### config.mk
export PLATFORM = sky130hd
export DESIGN_NAME = apc_port_partition
export DESIGN_NICKNAME = d
export VERILOG_FILES = /design/src/rtl/apc_pkg.sv /design/src/rtl/apc_sqe_timer.sv /design/src/rtl/apc_strike_counter.sv /design/src/rtl/apc_clean_len.sv /design/src/rtl/apc_port_partition.sv
export SDC_FILE = /design/constraint.sdc
export NUM_CORES = 1
export LEC_CHECK = 0
export ABC_AREA = 1
export BUFFER_PORTS_ARGS = -buffer_cell sky130_fd_sc_hd__buf_2
export CORE_MARGIN = 2
export CORE_UTILIZATION = 64
export CTS_BUF_LIST = sky130_fd_sc_hd__clkbuf_4
export DETAILED_ROUTE_END_ITERATION = 6
export GPL_ROUTABILITY_DRIVEN = 0
export PLACE_DENSITY = 0.82
export SYNTH_ARGS = -nofsm -noshare
export SYNTH_HDL_FRONTEND = slang
export SYNTH_SLANG_ARGS = --single-unit
### constraint.sdc
create_clock -name clk -period 1.6 [get_ports clk]
set_clock_uncertainty 0.2 [all_clocks]
set_input_delay 0.08 -clock clk [delete_from_list [all_inputs] [get_ports clk]]
set_output_delay 0.08 -clock clk [all_outputs]
set_load 0.005 [all_outputs]
### src/rtl/apc_pkg.sv
package apc_pkg;
  typedef enum logic {
    APC_LINKED   = 1'b0,
    APC_ISOLATED = 1'b1
  } apc_state_e;
endpackage

### src/rtl/apc_sqe_timer.sv
module apc_sqe_timer #(
  parameter int LIMIT = 2048
) (
  input  logic clk,
  input  logic rst,
  input  logic clr,
  input  logic tick,
  input  logic col_act,
  output logic expired
);
  localparam int W = $clog2(LIMIT + 1);
  localparam logic [W-1:0] MAXV = W'(LIMIT);

  logic [W-1:0] run_q;

  always_ff @(posedge clk) begin
    if (rst || clr) begin
      run_q <= '0;
    end else if (tick) begin
      if (!col_act)           run_q <= '0;
      else if (run_q != MAXV) run_q <= run_q + 1'b1;
    end
  end

  // the tick that would take the run past LIMIT
  assign expired = !clr && tick && col_act && (run_q == MAXV);
endmodule

### src/rtl/apc_strike_counter.sv
module apc_strike_counter #(
  parameter int LIMIT = 32
) (
  input  logic clk,
  input  logic rst,
  input  logic clr,
  input  logic tick,
  input  logic tx_act,
  input  logic col_act,
  output logic tripped
);
  localparam int W = $clog2(LIMIT + 1);
  localparam logic [W-1:0] LASTV = W'(LIMIT - 1);

  logic [W-1:0] strikes_q;
  logic         tx_prev_q;
  logic         hit_q;
  logic         ends;

  assign ends = tick && !tx_act && tx_prev_q;

  always_ff @(posedge clk) begin
    if (rst || clr) begin
      strikes_q <= '0;
      tx_prev_q <= 1'b0;
      hit_q     <= 1'b0;
    end else if (tick) begin
      tx_prev_q <= tx_act;
      if (tx_act) begin
        if (col_act) hit_q <= 1'b1;
      end else if (tx_prev_q) begin
        hit_q <= 1'b0;
        if (!hit_q)                strikes_q <= '0;
        else if (strikes_q != LASTV) strikes_q <= strikes_q + 1'b1;
      end
    end
  end

  assign tripped = !clr && ends && hit_q && (strikes_q == LASTV);
endmodule

### src/rtl/apc_clean_len.sv
module apc_clean_len #(
  parameter int MIN_LEN = 512
) (
  input  logic clk,
  input  logic rst,
  input  logic clr,
  input  logic tick,
  input  logic act,
  input  logic col_act,
  output logic clean
);
  localparam int W = $clog2(MIN_LEN + 2);
  localparam logic [W-1:0] LONGV = W'(MIN_LEN + 1);

  logic [W-1:0] len_q;
  logic         prev_q;
  logic         dirty_q;

  always_ff @(posedge clk) begin
    if (rst || clr) begin
      len_q   <= '0;
      prev_q  <= 1'b0;
      dirty_q <= 1'b0;
    end else if (tick) begin
      prev_q <= act;
      if (act) begin
        if (len_q != LONGV) len_q <= len_q + 1'b1;
        if (col_act)        dirty_q <= 1'b1;
      end else begin
        len_q   <= '0;
        dirty_q <= 1'b0;
      end
    end
  end

  assign clean = !clr && tick && !act && prev_q && !dirty_q && (len_q == LONGV);
endmodule

### src/rtl/apc_port_partition.sv
module apc_port_partition #(
  parameter int SQE_LIMIT = 2048,
  parameter int COL_LIMIT = 32,
  parameter int CLEAN_LEN = 512
) (
  input  logic clk,
  input  logic rst,
  input  logic tick,
  input  logic port_en,
  input  logic alt_mode,
  input  logic rx_act,
  input  logic col_act,
  input  logic tx_act,
  output logic partitioned,
  output logic rx_valid
);
  import apc_pkg::*;

  localparam int DIRS = 2;  // index 0 receive, 1 transmit

  apc_state_e state_q;
  logic       mode_q;
  logic       rx_valid_q;
  logic       trig_sqe;
  logic       trig_strike;
  logic       cnt_clr;
  logic       idle;
  logic [DIRS-1:0] dir_act;
  logic [DIRS-1:0] dir_clean;
  logic       rejoin;

  assign cnt_clr = !port_en || (state_q == APC_ISOLATED);
  assign idle    = !rx_act && !tx_act && !col_act;
  assign dir_act = {tx_act, rx_act};

  apc_sqe_timer #(.LIMIT(SQE_LIMIT)) u_sqe (
    .clk(clk), .rst(rst), .clr(cnt_clr), .tick(tick),
    .col_act(col_act), .expired(trig_sqe)
  );

  apc_strike_counter #(.LIMIT(COL_LIMIT)) u_strike (
    .clk(clk), .rst(rst), .clr(cnt_clr), .tick(tick),
    .tx_act(tx_act), .col_act(col_act), .tripped(trig_strike)
  );

  for (genvar d = 0; d < DIRS; d++) begin : g_dir
    apc_clean_len #(.MIN_LEN(CLEAN_LEN)) u_len (
      .clk(clk), .rst(rst), .clr(!port_en), .tick(tick),
      .act(dir_act[d]), .col_act(col_act), .clean(dir_clean[d])
    );
  end

  assign rejoin = dir_clean[1] || (!mode_q && dir_clean[0]);

  always_ff @(posedge clk) begin
    if (rst) begin
      mode_q <= 1'b0;
    end else if (idle) begin
      mode_q <= alt_mode;
    end
  end

  always_ff @(posedge clk) begin
    if (rst || !port_en) begin
      state_q <= APC_LINKED;
    end else begin
      unique case (state_q)
        APC_LINKED:   if (trig_sqe || trig_strike) state_q <= APC_ISOLATED;
        APC_ISOLATED: if (rejoin)                  state_q <= APC_LINKED;
        default:      state_q <= APC_LINKED;
      endcase
    end
  end

  always_ff @(posedge clk) begin
    if (rst) rx_valid_q <= 1'b0;
    else     rx_valid_q <= rx_act && port_en && (state_q == APC_LINKED);
  end

  assign partitioned = (state_q == APC_ISOLATED);
  assign rx_valid    = rx_valid_q;
endmodule

Yosys cells after proc, flatten, opt, wreduce, memory -nomap -nowiden
Index checks and enable logic that the tools add are counted.
- bits in registers: 47
- bits of input ports: 8
- output and inout port bits: 2
- word-level logic and storage cells: 92
- add/sub/neg operators: 4
- equal/unequal tests: 14
- mux-type cells: 16
- bitwise logic cells: 2
- reduce and logical (&&, ||, !) cells: 43
- operators with widths (kind ; count):
    10-bit 2-to-1 mux ; 4
    12-bit 2-to-1 mux ; 2
    1-bit logical AND ; 22
    10-bit by 1-bit adder with 10-bit output, second input constant ; 2
    10-bit equality test, second input constant ; 2
    10-bit != test, second input constant ; 2
    12-bit by 1-bit adder with 12-bit output, second input constant ; 1
    12-bit equality test, second input constant ; 1
    6-bit 2-to-1 mux ; 2
    12-bit != test, second input constant ; 1
    2-bit AND reduction ; 5
    1-bit zero test ; 8
    2-bit by 1-bit != test with 1-bit output, second input constant ; 4
    1-bit 2-to-1 mux ; 7
    6-bit by 1-bit adder with 6-bit output, second input constant ; 1
    6-bit by 5-bit equality test with 1-bit output, second input constant ; 1
    6-bit by 5-bit != test with 1-bit output, second input constant ; 1
    1-bit logical OR ; 5
    2-bit != test, second input constant ; 2
    4-bit AND reduction ; 1
    3-bit AND reduction ; 1
    1-bit NOT ; 2
    1-bit one-hot mux with 2 select lines ; 1
    2-bit nonzero test ; 1

Logic depth before layout (Yosys ltp)
- depth after elaboration: 9
- mapped depth: 11
- mapped depth without buffers: 11

Cells and area by module
From an unflattened synthesis, not the netlist that was laid out.
- cell total of the unflattened synthesis: 459
- area total of the unflattened synthesis: 2904.0 um^2
- by module, submodules not included (module ; times used ; cells an instance ; area an instance (um^2) ; seq. area each (um^2)):
    apc_clean_len ; 2 ; 112 ; 701.9 ; 240.2
    apc_sqe_timer ; 1 ; 142 ; 880.8 ; 240.2
    apc_strike_counter ; 1 ; 67 ; 464.2 ; 160.2
    apc_port_partition ; 1 ; 26 ; 155.1 ; 60.1

Least setup slack after synthesis
OpenSTA, ideal clock, no wires.
- path type: register -> register
- start: register u_sqe.run_q[0]
- end: register u_sqe.run_q[7]
- library setup time: 0.109 ns
- arrival time: 1.158 ns
- required time: 1.291 ns
- setup slack: 0.133 ns
- cell stages (with the launch flop): 11
- buffers on the path: 1
- clock period less this slack: 1.467 ns
- path through: dfxtp_1 -> inv_1 -> ha_1 -> nand3_1 -> nor2_2 -> nand3_2 -> buf_6 -> nand3b_1 -> nand2_1 -> nand2_1 -> inv_1
- cells in the longest elaborated chain, start to end: 3
- elaborated cells between the ends (all ways): 6
- classes of those cells: add/sub (1); eq/ne (2); mux (2); reduce/logical (1)
- RTL lines (item ; line ; text):
    start: declaration ; apc_sqe_timer.sv:14 ; logic [W-1:0] run_q;
    start signal: assignment ; apc_sqe_timer.sv:21 ; else if (run_q != MAXV) run_q <= run_q + 1'b1;
    12-bit by 1-bit adder with 12-bit output / 12-bit != test (equally long branches) ; apc_sqe_timer.sv:21 ;
    12-bit 2-to-1 mux / 2-bit by 1-bit != test with 1-bit output (equally long branches) ; n/a ;
    12-bit 2-to-1 mux / 2-bit AND reduction (equally long branches) ; n/a ;
Several ways; a longest one is shown, not always the timed one. The select of a mux whose other input is x is not followed.
A chain may end at the register's enable or synchronous reset.

Worst setup path after layout
- start: register u_strike.strikes_q[1]
- end: register u_strike.strikes_q[4]
- cells in the longest elaborated chain, start to end: 3
- elaborated cells between the ends (all ways): 6
- classes of those cells: add/sub (1); eq/ne (2); mux (2); reduce/logical (1)
- RTL lines (item ; line ; text):
    start: declaration ; apc_strike_counter.sv:15 ; logic [W-1:0] strikes_q;
    start signal: assignment ; apc_strike_counter.sv:34 ; else if (strikes_q != LASTV) strikes_q <= strikes_q + 1'b1;
    6-bit by 1-bit adder with 6-bit output / 6-bit by 5-bit != test with 1-bit output (equally long branches) ; apc_strike_counter.sv:34 ;
    6-bit 2-to-1 mux / 2-bit != test (equally long branches) ; n/a ;
    6-bit 2-to-1 mux / 4-bit AND reduction (equally long branches) ; n/a ;
Several ways; a longest one is shown, not always the timed one. The select of a mux whose other input is x is not followed.

==> impl_metrics.env <==
export IMPL_status="complete, but fails checks"
export IMPL_failed_checks="hold timing"
export IMPL_syn_inst=479
export IMPL_clockRootBuffer="clkbuf_4"
export IMPL_drc=0
export IMPL_finalPower_uw=2150
export IMPL_numPortBuffers=9
export IMPL_fmax_mhz=638
export IMPL_cp_num_buf_inv=0
export IMPL_slowest_delay_ps=400
export IMPL_drtIter0Drc=334
export IMPL_cpMaxStageDelayCell="dfxtp_2"
export IMPL_seq_area_frac_synth_pct=31.5
export IMPL_final_hold_viol_count=1
export IMPL_period_share_pct=97.9
export IMPL_grt_pass1_wl_mm=11.7
export IMPL_syn_area_um2=2990
export IMPL_io_pins=10
export IMPL_drive_above_1_share_pct=21.4
export IMPL_crit_arrival_ps=1670
export IMPL_grt_remaining_overflow=0
export IMPL_viasPerCell=5.74
export IMPL_p_switching_uw=570
export IMPL_hold_ws_ps=-0.267
export IMPL_path_delay_family="simple AND/OR/NAND/NOR gates"
export IMPL_pwr_share_seq_pct=55.3
export IMPL_cts_clk_slew_worst_paths_ps=140
export IMPL_initial_core_util_pct=67.7
export IMPL_startpoint="u_strike.strikes_q[1]"
export IMPL_dp_hpwl_mm=4.95
export IMPL_htree_levels=2
export IMPL_cp_required_ps=1700
export IMPL_die_area_um2=5230
export IMPL_vdd_drop_max_mv=0.403
export IMPL_cts_buffer_depth=2
export IMPL_synth_edf_count=0
export IMPL_synthArstFlopShare_pct=0
export IMPL_slew_viol_final=0
export IMPL_ys_types=30
export IMPL_fp_row_count=24
export IMPL_rr_startpoint="u_strike.strikes_q[1]"
export IMPL_max_cap_violations=0
export IMPL_reg2reg_slack_ps=30
export IMPL_routed_wl_mm=7.56
export IMPL_detail_route_antenna_nets=0
export IMPL_avgSynthCellArea_um2=6.24
export IMPL_synth_seq_cells=47
export IMPL_p_int_uw=1580
export IMPL_clk_latency_ps=380
export IMPL_nFillCells=332
export IMPL_n_antenna_cell=0
export IMPL_period_needed_ps=1570
export IMPL_die_y_um=72.3
export IMPL_p_comb_share_pct=10.4
export IMPL_cp_cell_sequence="ha_4, nand3_1, nor2_2, nand3_2, nand2_4, nor2_1, nor3_1"
export IMPL_rsz0062_at_grt="yes"
export IMPL_grt_total_usage_pct=27.7
export IMPL_cts_sink_count=47
export IMPL_min_from="col_act"
export IMPL_crit_fanout=7
export IMPL_grt_pass1_vias=2743
export IMPL_drt_pass1_iterations=6
export IMPL_fin_nets=524
export IMPL_clock_power_share_pct=34.3
export IMPL_area_growth_pct=17.2
export IMPL_worstMarginPinSlew_ps=335
export IMPL_antenna_found_initial=0
export IMPL_layout_commonest_cell="nand2_1"
export IMPL_synth_top_flop_cell="dfxtp_1"
export IMPL_cts_buffers=5
export IMPL_hold_path_class="input pin to flop"
export IMPL_synth_warnings=0
export IMPL_max_slew_margin_pct=77.5
export IMPL_dr_total_vias=3225
export IMPL_pre_cts_ws_ps=-18.2
export IMPL_p_sw_share_pct=26.5
export IMPL_startpoint_type="flop"
export IMPL_fin_ws_ps=33.4
export IMPL_leakagePower_uw=0.00143
export IMPL_cts_tree="done"
export IMPL_grt_max_degree=15
export IMPL_finalSetupViolCount=0
export IMPL_power_per_cell_area_nw_per_um2=614
export IMPL_wl_per_cell_um=13.5
export IMPL_crit_type="flop to flop"
export IMPL_core_um2=4410
export IMPL_end_kind="flop"
export IMPL_syn_nets=494
export IMPL_final_cell_mix="122 x nand2_1, 61 x nor2_1, 59 x inv_1"
export IMPL_fp_dieW_um=72.3
## kinds of logic after synthesis
| group | after synthesis | share of synthesized area [%] |
|---|---|---|
| simple gates | 297 | 46.3 |
| buf+inv | 79 | 10.5 |
| compound gates | 49 | 8.71 |
| flops | 47 | 31.5 |
| fa+ha+maj | 7 | 2.93 |
## power by group through the flow
stage	Clock [uW]	Combinational [uW]	Sequential [uW]
2_1_floorplan	0	128	1210
4_1_cts	736	197	1190
6_report	737	225	1190
5_1_grt	778	248	1190
3_3_place_gp	0	179	1210
3_5_place_dp	0	181	1220
## per-layer routing
metal / wire [um] / share of wire [%] / vias to the layer above / GRT usage (%)
met3: 387 / 5.1 / 15 / 4.17
li1: - / - / 1586 / -
met5: 0 / 0 / - / 0
met1: 3250 / 43 / 1496 / 34.4
met4: 129 / 1.7 / 0 / 9.01
met2: 3790 / 50 / 128 / 49.0
## state kept, by name, indices dropped and copies added (netlist names)
register and flops:
g_dir.u_len.len_q 20, u_sqe.run_q 12, u_strike.strikes_q 6, g_dir.u_len.dirty_q 2, g_dir.u_len.prev_q 2, mode_q 1, partitioned 1, rx_valid 1
u_strike.hit_q 1, u_strike.tx_prev_q 1
## synthesized netlist by cell type, types with 2 or more instances
| cell type | n | area share [%] |
|---|---|---|
| nand2_1 | 126 | 16 |
| nor2_1 | 66 | 8.3 |
| inv_1 | 61 | 7.7 |
| nand3_1 | 54 | 9.0 |
| dfxtp_1 | 47 | 31 |
| a21oi_1 | 24 | 4.0 |
| inv_2 | 11 | 1.4 |
| nor2_2 | 11 | 2.3 |
| o21ai_0 | 10 | 1.7 |
| nand2_2 | 9 | 1.9 |
| o21ai_1 | 8 | 1.3 |
| ha_1 | 7 | 2.9 |
| nand3_2 | 7 | 2.3 |
| nand4_1 | 6 | 1.3 |
| nand3b_1 | 4 | 1.0 |
| nor2_4 | 4 | 1.5 |
| nor3_1 | 4 | 0.67 |
| buf_2 | 3 | 0.50 |
| nand2_4 | 3 | 1.1 |
| a31oi_1 | 2 | 0.42 |
| buf_4 | 2 | 0.50 |
| o31ai_1 | 2 | 0.50 |
## through the flow
| step | setup TNS [ps] | area [um2] | cells | utilization [%] |
|---|---|---|---|---|
| final | 0 | 3500 | 562 | 79.4 |
| after global routing | -578 | 3500 | 562 | 79.4 |
| after CTS | 0 | 3280 | 557 | 74.3 |
| after detailed placement | -36.5 | 3120 | 542 | 70.6 |
| after global placement | 0 | 3120 | 542 | 70.6 |
| after floorplan | 0 | 2990 | 479 | - |
## worst reg2reg max path, stage by stage, from the launching register on
cell and delay, ps:
dfxtp_2 400, ha_4 150, nand3_1 90, nor2_2 150, nand3_2 170, nand2_4 150
nor2_1 60, nor3_1 130
## layout make-up
type,instances,area (um2),share of cell area [%]
multi-input cells,354,1900,54.3
inverters,73,282,8.03
flip-flops and latches,47,955,27.2
repair buffers,28,225,6.43
clock buffers,5,37.5,1.07
well taps,52,65.1,1.86
clock inverters,3,38.8,1.11
## worst paths after layout
| path | cells after the start | end |
|---|---|---|
| max reg2reg | 7 | u_strike.strikes_q[4] |
| min reg2reg | 2 | u_strike.strikes_q[5] |
| min | 5 | u_sqe.run_q[9] |
| max | 7 | u_strike.strikes_q[4] |
## repair_timing
item / in CTS / in global routing
endpoints found under the hold margin: 33 / 1
pin swaps: 0 / 17
gates cloned: 0 / 1
endpoints found under the setup margin: 13 / 37
buffers inserted: 0 / 3
hold buffers: 7 / 2
gates resized for setup: 4 / 52
Power figures use the tool's default switching activity.
